### src/rtl/i2c_tc_pkg.sv
package i2c_tc_pkg;
   localparam int NSTAT = 6;

   // status bit positions
   localparam int ST_NACK = 0;
   localparam int ST_ARDY = 1;
   localparam int ST_RRDY = 2;
   localparam int ST_XRDY = 3;
   localparam int ST_ROVR = 4;
   localparam int ST_XUDF = 5;

   // control word bit positions
   localparam int CB_FREE   = 0;
   localparam int CB_STEN   = 1;
   localparam int CB_MODE_L = 2;
   localparam int CB_MODE_H = 3;
   localparam int CB_SETALL = 4;
   localparam int CTRL_BITS = 5;

   // register addresses
   localparam int A_CTRL = 0;
   localparam int A_STAT = 1;
   localparam int A_MASK = 2;

   typedef enum logic [1:0] {
      TM_FUNC     = 2'd0,
      TM_RSVD     = 2'd1,
      TM_SCLTEST  = 2'd2,
      TM_LOOPBACK = 2'd3
   } tmode_e;

   typedef struct packed {
      logic   setall;
      tmode_e mode;
      logic   sten;
      logic   free;
   } ctrl_t;
endpackage

### src/rtl/i2c_tc_ctrl.sv
module i2c_tc_ctrl
   import i2c_tc_pkg::*;
#(
   parameter int DATA_W = 8
) (
   input  logic              clk,
   input  logic              rst_n,
   input  logic              wr_ctrl,
   input  logic [DATA_W-1:0] wdata,
   output ctrl_t             ctrl_q,
   output logic              force_set,
   output logic              scl_test_clk_en,
   output logic              loopback_en
);
   ctrl_t ctrl_d;

   initial begin
      AST_CTRL_WIDTH: assert (DATA_W >= CTRL_BITS);
   end

   always_comb begin
      ctrl_d = ctrl_q;
      if (wr_ctrl) begin
         ctrl_d.free   = wdata[CB_FREE];
         ctrl_d.sten   = wdata[CB_STEN];
         ctrl_d.setall = wdata[CB_SETALL];
         if (wdata[CB_STEN])
            ctrl_d.mode = tmode_e'(wdata[CB_MODE_H:CB_MODE_L]);
         else
            ctrl_d.mode = TM_FUNC;
      end
   end

   always_ff @(posedge clk or negedge rst_n) begin
      if (!rst_n) ctrl_q <= '0;
      else        ctrl_q <= ctrl_d;
   end

   assign force_set       = ctrl_q.setall | (wr_ctrl & wdata[CB_SETALL]);
   assign scl_test_clk_en = (ctrl_q.mode == TM_SCLTEST);
   assign loopback_en     = (ctrl_q.mode == TM_LOOPBACK);

   AST_TMODE_LOCKED: assert property (@(posedge clk) disable iff (!rst_n)
      !ctrl_q.sten |-> ctrl_q.mode == TM_FUNC);
   AST_FREE_ANY_TIME: assert property (@(posedge clk) disable iff (!rst_n)
      wr_ctrl |=> ctrl_q.free == $past(wdata[CB_FREE]));
   AST_DECODE_EXCL: assert property (@(posedge clk) disable iff (!rst_n)
      !(scl_test_clk_en && loopback_en));
endmodule

### src/rtl/i2c_tc_status.sv
module i2c_tc_status
   import i2c_tc_pkg::*;
#(
   parameter int DATA_W = 8
) (
   input  logic              clk,
   input  logic              rst_n,
   input  logic              wr_stat,
   input  logic              wr_mask,
   input  logic [DATA_W-1:0] wdata,
   input  logic [NSTAT-1:0]  evt,
   input  logic              freeze,
   input  logic              force_set,
   output logic [NSTAT-1:0]  stat_q,
   output logic [NSTAT-1:0]  mask_q
);
   logic [NSTAT-1:0] evt_eff;
   logic [NSTAT-1:0] clr;

   initial begin
      AST_STAT_WIDTH: assert (DATA_W >= NSTAT);
   end

   assign evt_eff = evt & {NSTAT{~freeze}};
   assign clr     = wdata[NSTAT-1:0] & {NSTAT{wr_stat}};

   for (genvar i = 0; i < NSTAT; i++) begin : g_bit
      always_ff @(posedge clk or negedge rst_n) begin
         if (!rst_n)            stat_q[i] <= 1'b0;
         else if (force_set)    stat_q[i] <= 1'b1;
         else if (evt_eff[i])   stat_q[i] <= 1'b1;
         else if (clr[i])       stat_q[i] <= 1'b0;
      end

      AST_SET_WINS: assert property (@(posedge clk) disable iff (!rst_n)
         evt[i] && !freeze |=> stat_q[i]);
   end

   always_ff @(posedge clk or negedge rst_n) begin
      if (!rst_n)       mask_q <= '0;
      else if (wr_mask) mask_q <= wdata[NSTAT-1:0];
   end

   AST_SETALL_FORCES: assert property (@(posedge clk) disable iff (!rst_n)
      force_set |=> &stat_q);
   AST_W1C_CLEARS: assert property (@(posedge clk) disable iff (!rst_n)
      wr_stat && !force_set |=>
         (stat_q & $past(wdata[NSTAT-1:0] & ~(evt & {NSTAT{~freeze}}))) == '0);
   AST_STOP_FROZEN: assert property (@(posedge clk) disable iff (!rst_n)
      freeze && !wr_stat && !force_set |=> $stable(stat_q));
endmodule

### src/rtl/i2c_tc_suspend.sv
module i2c_tc_suspend #(
   parameter int SYNC_STAGES = 0
) (
   input  logic clk,
   input  logic rst_n,
   input  logic suspend,
   input  logic free,
   input  logic is_master,
   input  logic bit_done,
   input  logic byte_done,
   output logic stop_req,
   output logic run_gate,
   output logic scl_hold
);
   logic susp_s;
   logic boundary;
   logic halt_q;

   initial begin
      AST_SYNC_RANGE: assert (SYNC_STAGES >= 0 && SYNC_STAGES <= 4);
   end

   if (SYNC_STAGES == 0) begin : g_direct
      assign susp_s = suspend;
   end else begin : g_sync
      logic [SYNC_STAGES-1:0] chain;
      always_ff @(posedge clk or negedge rst_n) begin
         if (!rst_n) chain <= '0;
         else        chain <= {chain[SYNC_STAGES-2 >= 0 ? SYNC_STAGES-2 : 0 :0], suspend} ;
      end
      assign susp_s = chain[SYNC_STAGES-1];
   end

   assign stop_req = susp_s & ~free;
   assign run_gate = susp_s & free;
   assign boundary = is_master ? bit_done : byte_done;

   always_ff @(posedge clk or negedge rst_n) begin
      if (!rst_n)                    halt_q <= 1'b0;
      else if (!stop_req)            halt_q <= 1'b0;
      else if (boundary)             halt_q <= 1'b1;
   end

   assign scl_hold = halt_q;

   AST_HOLD_RELEASE: assert property (@(posedge clk) disable iff (!rst_n)
      !stop_req |=> !scl_hold);
   AST_HOLD_AT_BOUNDARY: assert property (@(posedge clk) disable iff (!rst_n)
      stop_req && boundary |=> scl_hold);
   AST_HOLD_NEEDS_STOP: assert property (@(posedge clk) disable iff (!rst_n)
      $rose(scl_hold) |-> $past(stop_req));
endmodule

### src/rtl/i2c_testctl_unit.sv
module i2c_testctl_unit
   import i2c_tc_pkg::*;
#(
   parameter int DATA_W      = 8,
   parameter int ADDR_W      = 2,
   parameter int SYNC_STAGES = 0
) (
   input  logic              clk,
   input  logic              rst_n,
   input  logic              wr_en,
   input  logic [ADDR_W-1:0] wr_addr,
   input  logic [DATA_W-1:0] wr_data,
   input  logic [ADDR_W-1:0] rd_addr,
   output logic [DATA_W-1:0] rd_data,
   input  logic [5:0]        evt,
   input  logic              is_master,
   input  logic              bit_done,
   input  logic              byte_done,
   input  logic              suspend,
   output logic              scl_hold,
   output logic [1:0]        tmode_out,
   output logic              scl_test_clk_en,
   output logic              loopback_en,
   output logic              irq,
   output logic              dma_rx_req,
   output logic              dma_tx_req,
   output logic              wake_req
);
   localparam int CTRL_PAD = DATA_W - CTRL_BITS;
   localparam int STAT_PAD = DATA_W - NSTAT;

   ctrl_t            ctrl_q;
   logic             force_set;
   logic             wr_ctrl, wr_stat, wr_mask;
   logic [NSTAT-1:0] stat_q, mask_q;
   logic             stop_req, run_gate;

   initial begin
      AST_ADDR_WIDTH: assert (ADDR_W >= 2);
      AST_DATA_WIDTH: assert (DATA_W >= 8);
   end

   assign wr_ctrl = wr_en && (wr_addr == ADDR_W'(A_CTRL));
   assign wr_stat = wr_en && (wr_addr == ADDR_W'(A_STAT));
   assign wr_mask = wr_en && (wr_addr == ADDR_W'(A_MASK));

   i2c_tc_ctrl #(.DATA_W(DATA_W)) u_ctrl (
      .clk             (clk),
      .rst_n           (rst_n),
      .wr_ctrl         (wr_ctrl),
      .wdata           (wr_data),
      .ctrl_q          (ctrl_q),
      .force_set       (force_set),
      .scl_test_clk_en (scl_test_clk_en),
      .loopback_en     (loopback_en)
   );

   i2c_tc_status #(.DATA_W(DATA_W)) u_status (
      .clk       (clk),
      .rst_n     (rst_n),
      .wr_stat   (wr_stat),
      .wr_mask   (wr_mask),
      .wdata     (wr_data),
      .evt       (evt),
      .freeze    (stop_req),
      .force_set (force_set),
      .stat_q    (stat_q),
      .mask_q    (mask_q)
   );

   i2c_tc_suspend #(.SYNC_STAGES(SYNC_STAGES)) u_susp (
      .clk       (clk),
      .rst_n     (rst_n),
      .suspend   (suspend),
      .free      (ctrl_q.free),
      .is_master (is_master),
      .bit_done  (bit_done),
      .byte_done (byte_done),
      .stop_req  (stop_req),
      .run_gate  (run_gate),
      .scl_hold  (scl_hold)
   );

   always_comb begin
      rd_data = '0;
      case (rd_addr)
         ADDR_W'(A_CTRL): rd_data = {{CTRL_PAD{1'b0}}, ctrl_q};
         ADDR_W'(A_STAT): rd_data = {{STAT_PAD{1'b0}}, stat_q};
         ADDR_W'(A_MASK): rd_data = {{STAT_PAD{1'b0}}, mask_q};
         default:         rd_data = '0;
      endcase
   end

   assign tmode_out  = ctrl_q.mode;
   assign irq        = ~run_gate & (|(stat_q & mask_q));
   assign dma_rx_req = ~run_gate & stat_q[ST_RRDY];
   assign dma_tx_req = ~run_gate & stat_q[ST_XRDY];
   assign wake_req   = ~run_gate & (|stat_q);

   AST_FREE_SILENT: assert property (@(posedge clk) disable iff (!rst_n)
      run_gate |-> !(irq || dma_rx_req || dma_tx_req || wake_req));
   AST_NO_HOLD_FREE: assert property (@(posedge clk) disable iff (!rst_n)
      ctrl_q.free && $past(ctrl_q.free) |-> !scl_hold);
   AST_IRQ_NEEDS_STAT: assert property (@(posedge clk) disable iff (!rst_n)
      irq |-> wake_req);
endmodule

### config.mk
export PLATFORM = sky130hd
export DESIGN_NAME = i2c_testctl_unit
export DESIGN_NICKNAME = d
export VERILOG_FILES = /design/src/rtl/i2c_tc_pkg.sv /design/src/rtl/i2c_tc_ctrl.sv /design/src/rtl/i2c_tc_status.sv /design/src/rtl/i2c_tc_suspend.sv /design/src/rtl/i2c_testctl_unit.sv
export SDC_FILE = /design/constraint.sdc
export NUM_CORES = 1
export LEC_CHECK = 0
export BUFFER_PORTS_ARGS = -buffer_cell sky130_fd_sc_hd__buf_2
export CAP_MARGIN = 10
export CELL_PAD_IN_SITES_DETAIL_PLACEMENT = 1
export CELL_PAD_IN_SITES_GLOBAL_PLACEMENT = 1
export CORE_ASPECT_RATIO = 0.7
export CORE_MARGIN = 3
export CORE_UTILIZATION = 34
export CTS_CLUSTER_DIAMETER = 100
export DETAILED_ROUTE_END_ITERATION = 6
export HOLD_SLACK_MARGIN = 0.06
export MAX_ROUTING_LAYER = met4
export PLACE_DENSITY = 0.87
export SLEW_MARGIN = 20
export SYNTH_ARGS = -nofsm -noshare
export SYNTH_HDL_FRONTEND = slang
export SYNTH_SLANG_ARGS = --single-unit
### constraint.sdc
create_clock -name clk -period 1.4 [get_ports clk]
set_clock_uncertainty 0.05 [all_clocks]
set_input_delay 0.21 -clock clk [delete_from_list [all_inputs] [get_ports clk]]
set_output_delay 0.21 -clock clk [all_outputs]
set_load 0.02 [all_outputs]
==> flow_metrics.env <==
export IMPL_synth_top_cell_area_share_pct=45.4
export IMPL_cpLargestDelayFamily="simple AND/OR/NAND/NOR gates"
export IMPL_syn_to_final_growth_pct=35.9
export IMPL_synth_area_um2=992
export IMPL_first_global_vias=979
export IMPL_regArea_um2=453
export IMPL_port_buffers=37
export IMPL_synth_seq_cells=18
export IMPL_async_reset_ff_share_pct=100
export IMPL_required_ns=1.14
export IMPL_status="complete, but fails checks"
export IMPL_multi_input_area_um2=522
export IMPL_synth_edf_count=0
export IMPL_violations="negative setup slack"
export IMPL_drive_above_1_share_pct=45.3
export IMPL_max_freq_mhz=565
export IMPL_reg2reg_to="u_status.stat_q[2]$_DFFE_PN0P_"
export IMPL_grt_pass1_wl_um=4900
export IMPL_fin_crit_sh_pct=126
export IMPL_cap_violations=0
export IMPL_crit_slowest_cell="or4_4"
export IMPL_vdd_drop_max_mv=0.583
export IMPL_synthDistinctLibCells=25
export IMPL_drt_iter0_markers=16
export IMPL_setup_viol=6
export IMPL_avgSynthCellArea_um2=9.54
export IMPL_cts_buffers=3
export IMPL_synth_area_leaders="dfrtp_1, mux2_2, nand2_1, o21ai_0, mux2i_1"
export IMPL_clock_sinks=18
export IMPL_ys_warn_count=0
export IMPL_fillCellCount=321
export IMPL_grt_setup_unrepaired="true"
export IMPL_ys_flop_type="dfrtp_1"
export IMPL_overflow=0
export IMPL_hold_path_startpoint="evt[0]"
export IMPL_fin_nets=174
export IMPL_min_to="u_status.stat_q[0]$_DFFE_PN0P_"
export IMPL_ff2ff_path_depth=3
export IMPL_crit_buf_inv=1
export IMPL_ant_nets=0
export IMPL_dp_slack_ns=-0.135
export IMPL_num_vias=937
export IMPL_die_w_um=70.6
export IMPL_yosysSeqAreaShare_pct=45.4
export IMPL_wirelength_um=3090
export IMPL_synth_area_leader_cell="dfrtp_1"
export IMPL_wl_per_cell_um=17.0
export IMPL_grt_max_degree=19
export IMPL_synth_commonest_cells="nand2_1, dfrtp_1, o21ai_0"
export IMPL_critPathCaptureType="output pin"
export IMPL_die_area_mm2=0.00361
export IMPL_critPathKind="register to output pin"
export IMPL_dr_pass1_iters=4
export IMPL_hold_path_class="input pin to register"
export IMPL_syn_inst=104
export IMPL_min_path_cells=3
export IMPL_critical_path_cell_chain="or4_4, nor3_2, a21oi_1, buf_4"
export IMPL_placed_cell_area_mm2=0.00122
export IMPL_antenna_found_initial=0
export IMPL_slew_viol_final=0
export IMPL_drc=0
export IMPL_pin_count=42
export IMPL_arrival_ns=1.51
export IMPL_root_buffer="clkbuf_8"
export IMPL_grt_total_usage_pct=18.1
export IMPL_min_period_ns=1.77
export IMPL_path_clk_slew_ns=0.07
export IMPL_gp_routability_congestion=0.804
export IMPL_p_per_area_mw_per_mm2=1130
export IMPL_rrSetupSlack_ns=0.21
export IMPL_clockBufferDepth=2
export IMPL_start_kind="register"
export IMPL_r2r_start="u_ctrl.ctrl_q[0]$_DFFE_PN0P_"
export IMPL_rows=15
export IMPL_tns_ns=-0.573
export IMPL_clk_latency_ns=0.25
export IMPL_max_stage_delay_ns=0.54
export IMPL_design_area_mm2=0.00135
export IMPL_leakagePower_uw=0.000636
export IMPL_crit_path_max_fanout=2
export IMPL_yosysMostFrequentCell="nand2_1"
export IMPL_dp_hpwl_um=2410
export IMPL_die_h_um=51.2
export IMPL_vias_per_cell=5.15
export IMPL_coreArea_mm2=0.00261
export IMPL_whs_ns=0.119
export IMPL_start_util_pct=38.0
export IMPL_htree_num_levels=1
export IMPL_antenna_cells=0
export IMPL_hold_violations=0
export IMPL_setup_slack_ns=-0.368
export IMPL_cts_tree="yes"
-- worst reg2reg max path, cell delays in order (launching register included) --
cell,delay (ns)
dfrtp_1,0.45
nand2b_1,0.31
nand2_1,0.15
nand3_1,0.10
-- placed cells by master (no fill, tap or decap) --
cell type / netlist / layout
buf_6: 1 / 2
nand3b_4: 1 / 1
inv_1: 3 / 3
nor2b_1: 2 / 1
clkbuf_8: 0 / 4
or4_4: 0 / 1
nand3_1: 8 / 8
buf_2: 1 / 33
a32oi_2: 0 / 1
a22oi_2: 0 / 3
mux2_2: 7 / 7
a21oi_2: 1 / 1
nor3_2: 0 / 1
dfrtp_2: 0 / 2
dfrtp_1: 18 / 16
nand2b_1: 1 / 1
a21oi_1: 2 / 2
mux2i_1: 5 / 5
o21ai_1: 0 / 5
buf_4: 4 / 9
nor2_1: 3 / 3
a21boi_0: 2 / 2
or2b_1: 1 / 1
o21ai_0: 15 / 10
dlygate4sd3_1: 0 / 1
nand2_1: 20 / 20
a211oi_1: 1 / 1
conb_1: 1 / 2
nor3b_4: 1 / 1
nor2b_2: 0 / 1
-- repair_timing --
action	CTS	global route
setup endpoints to repair	6	9
buffers inserted	2	5
pin swaps	2	6
hold endpoints to repair	18	0
gates resized for setup	12	9
hold buffers	1	0
-- kinds of logic (layout without fill, tap and decap cells) --
kind of cell / Yosys count / after routing / share of synthesized area [%]
other cells: 1 / 2 / 0.378
mux: 12 / 12 / 13.0
compound gates: 25 / 25 / 14.9
buf+inv: 9 / 52 / 5.80
simple gates: 39 / 39 / 20.6
flops: 18 / 18 / 45.4
-- how the worst max path moves through the flow --
stage	start	end	slack [ns]	depth (start not counted)
after detailed placement	u_status.stat_q[2]$_DFFE_PN0P_	wake_req	-0.14	4
after global placement	u_status.stat_q[2]$_DFFE_PN0P_	wake_req	-0.11	4
after floorplan	u_status.stat_q[2]$_DFFE_PN0P_	wake_req	0.0002	3
after global routing	u_status.stat_q[2]$_DFFE_PN0P_	wake_req	-0.43	4
final	u_status.stat_q[2]$_DFFE_PN0P_	wake_req	-0.37	4
after CTS	u_status.stat_q[2]$_DFFE_PN0P_	wake_req	-0.36	4
-- final cells by class --
| type | instances | share of cell area [%] |
|---|---|---|
| Timing Repair Buffer | 45 | 19.7 |
| Clock buffer | 4 | 4.08 |
| Sequential cell | 18 | 33.6 |
| Tap cell | 34 | 3.15 |
| Multi-Input combinational cell | 78 | 38.7 |
| Inverter | 3 | 0.835 |
-- metal layers --
layer / vias to the layer above / share of wire, % / wire (um) / track usage, %
met3: 2 / 5.9 / 183 / 4.52
met2: 37 / 48 / 1490 / 29.7
li1: 446 / - / - / -
met1: 452 / 46 / 1400 / 23.5
met4: 0 / 0.26 / 8 / 2.81
met5: - / 0 / 0 / -
-- report_power, final --
part / switching, uW / total, uW / internal [uW]
clock: 176 / 426 / 250
combinational: 248 / 434 / 186
sequential: 74.7 / 662 / 587
-- metrics by stage --
stage                     total power (uW)  instances  utilization [%]
after detailed placement              1060        176             46.9
after floorplan                        899        105                -
after global placement                1030        176             46.9
final                                 1520        182             51.7
after global routing                  1600        182             51.7
after CTS                             1500        181             50.4
-- flip-flops by register name, indices dropped and copies added (netlist names) --
name,flops
u_status.mask_q,6
u_status.stat_q,6
u_ctrl.ctrl_q,5
u_susp.scl_hold,1
Power figures use the tool's default switching activity.
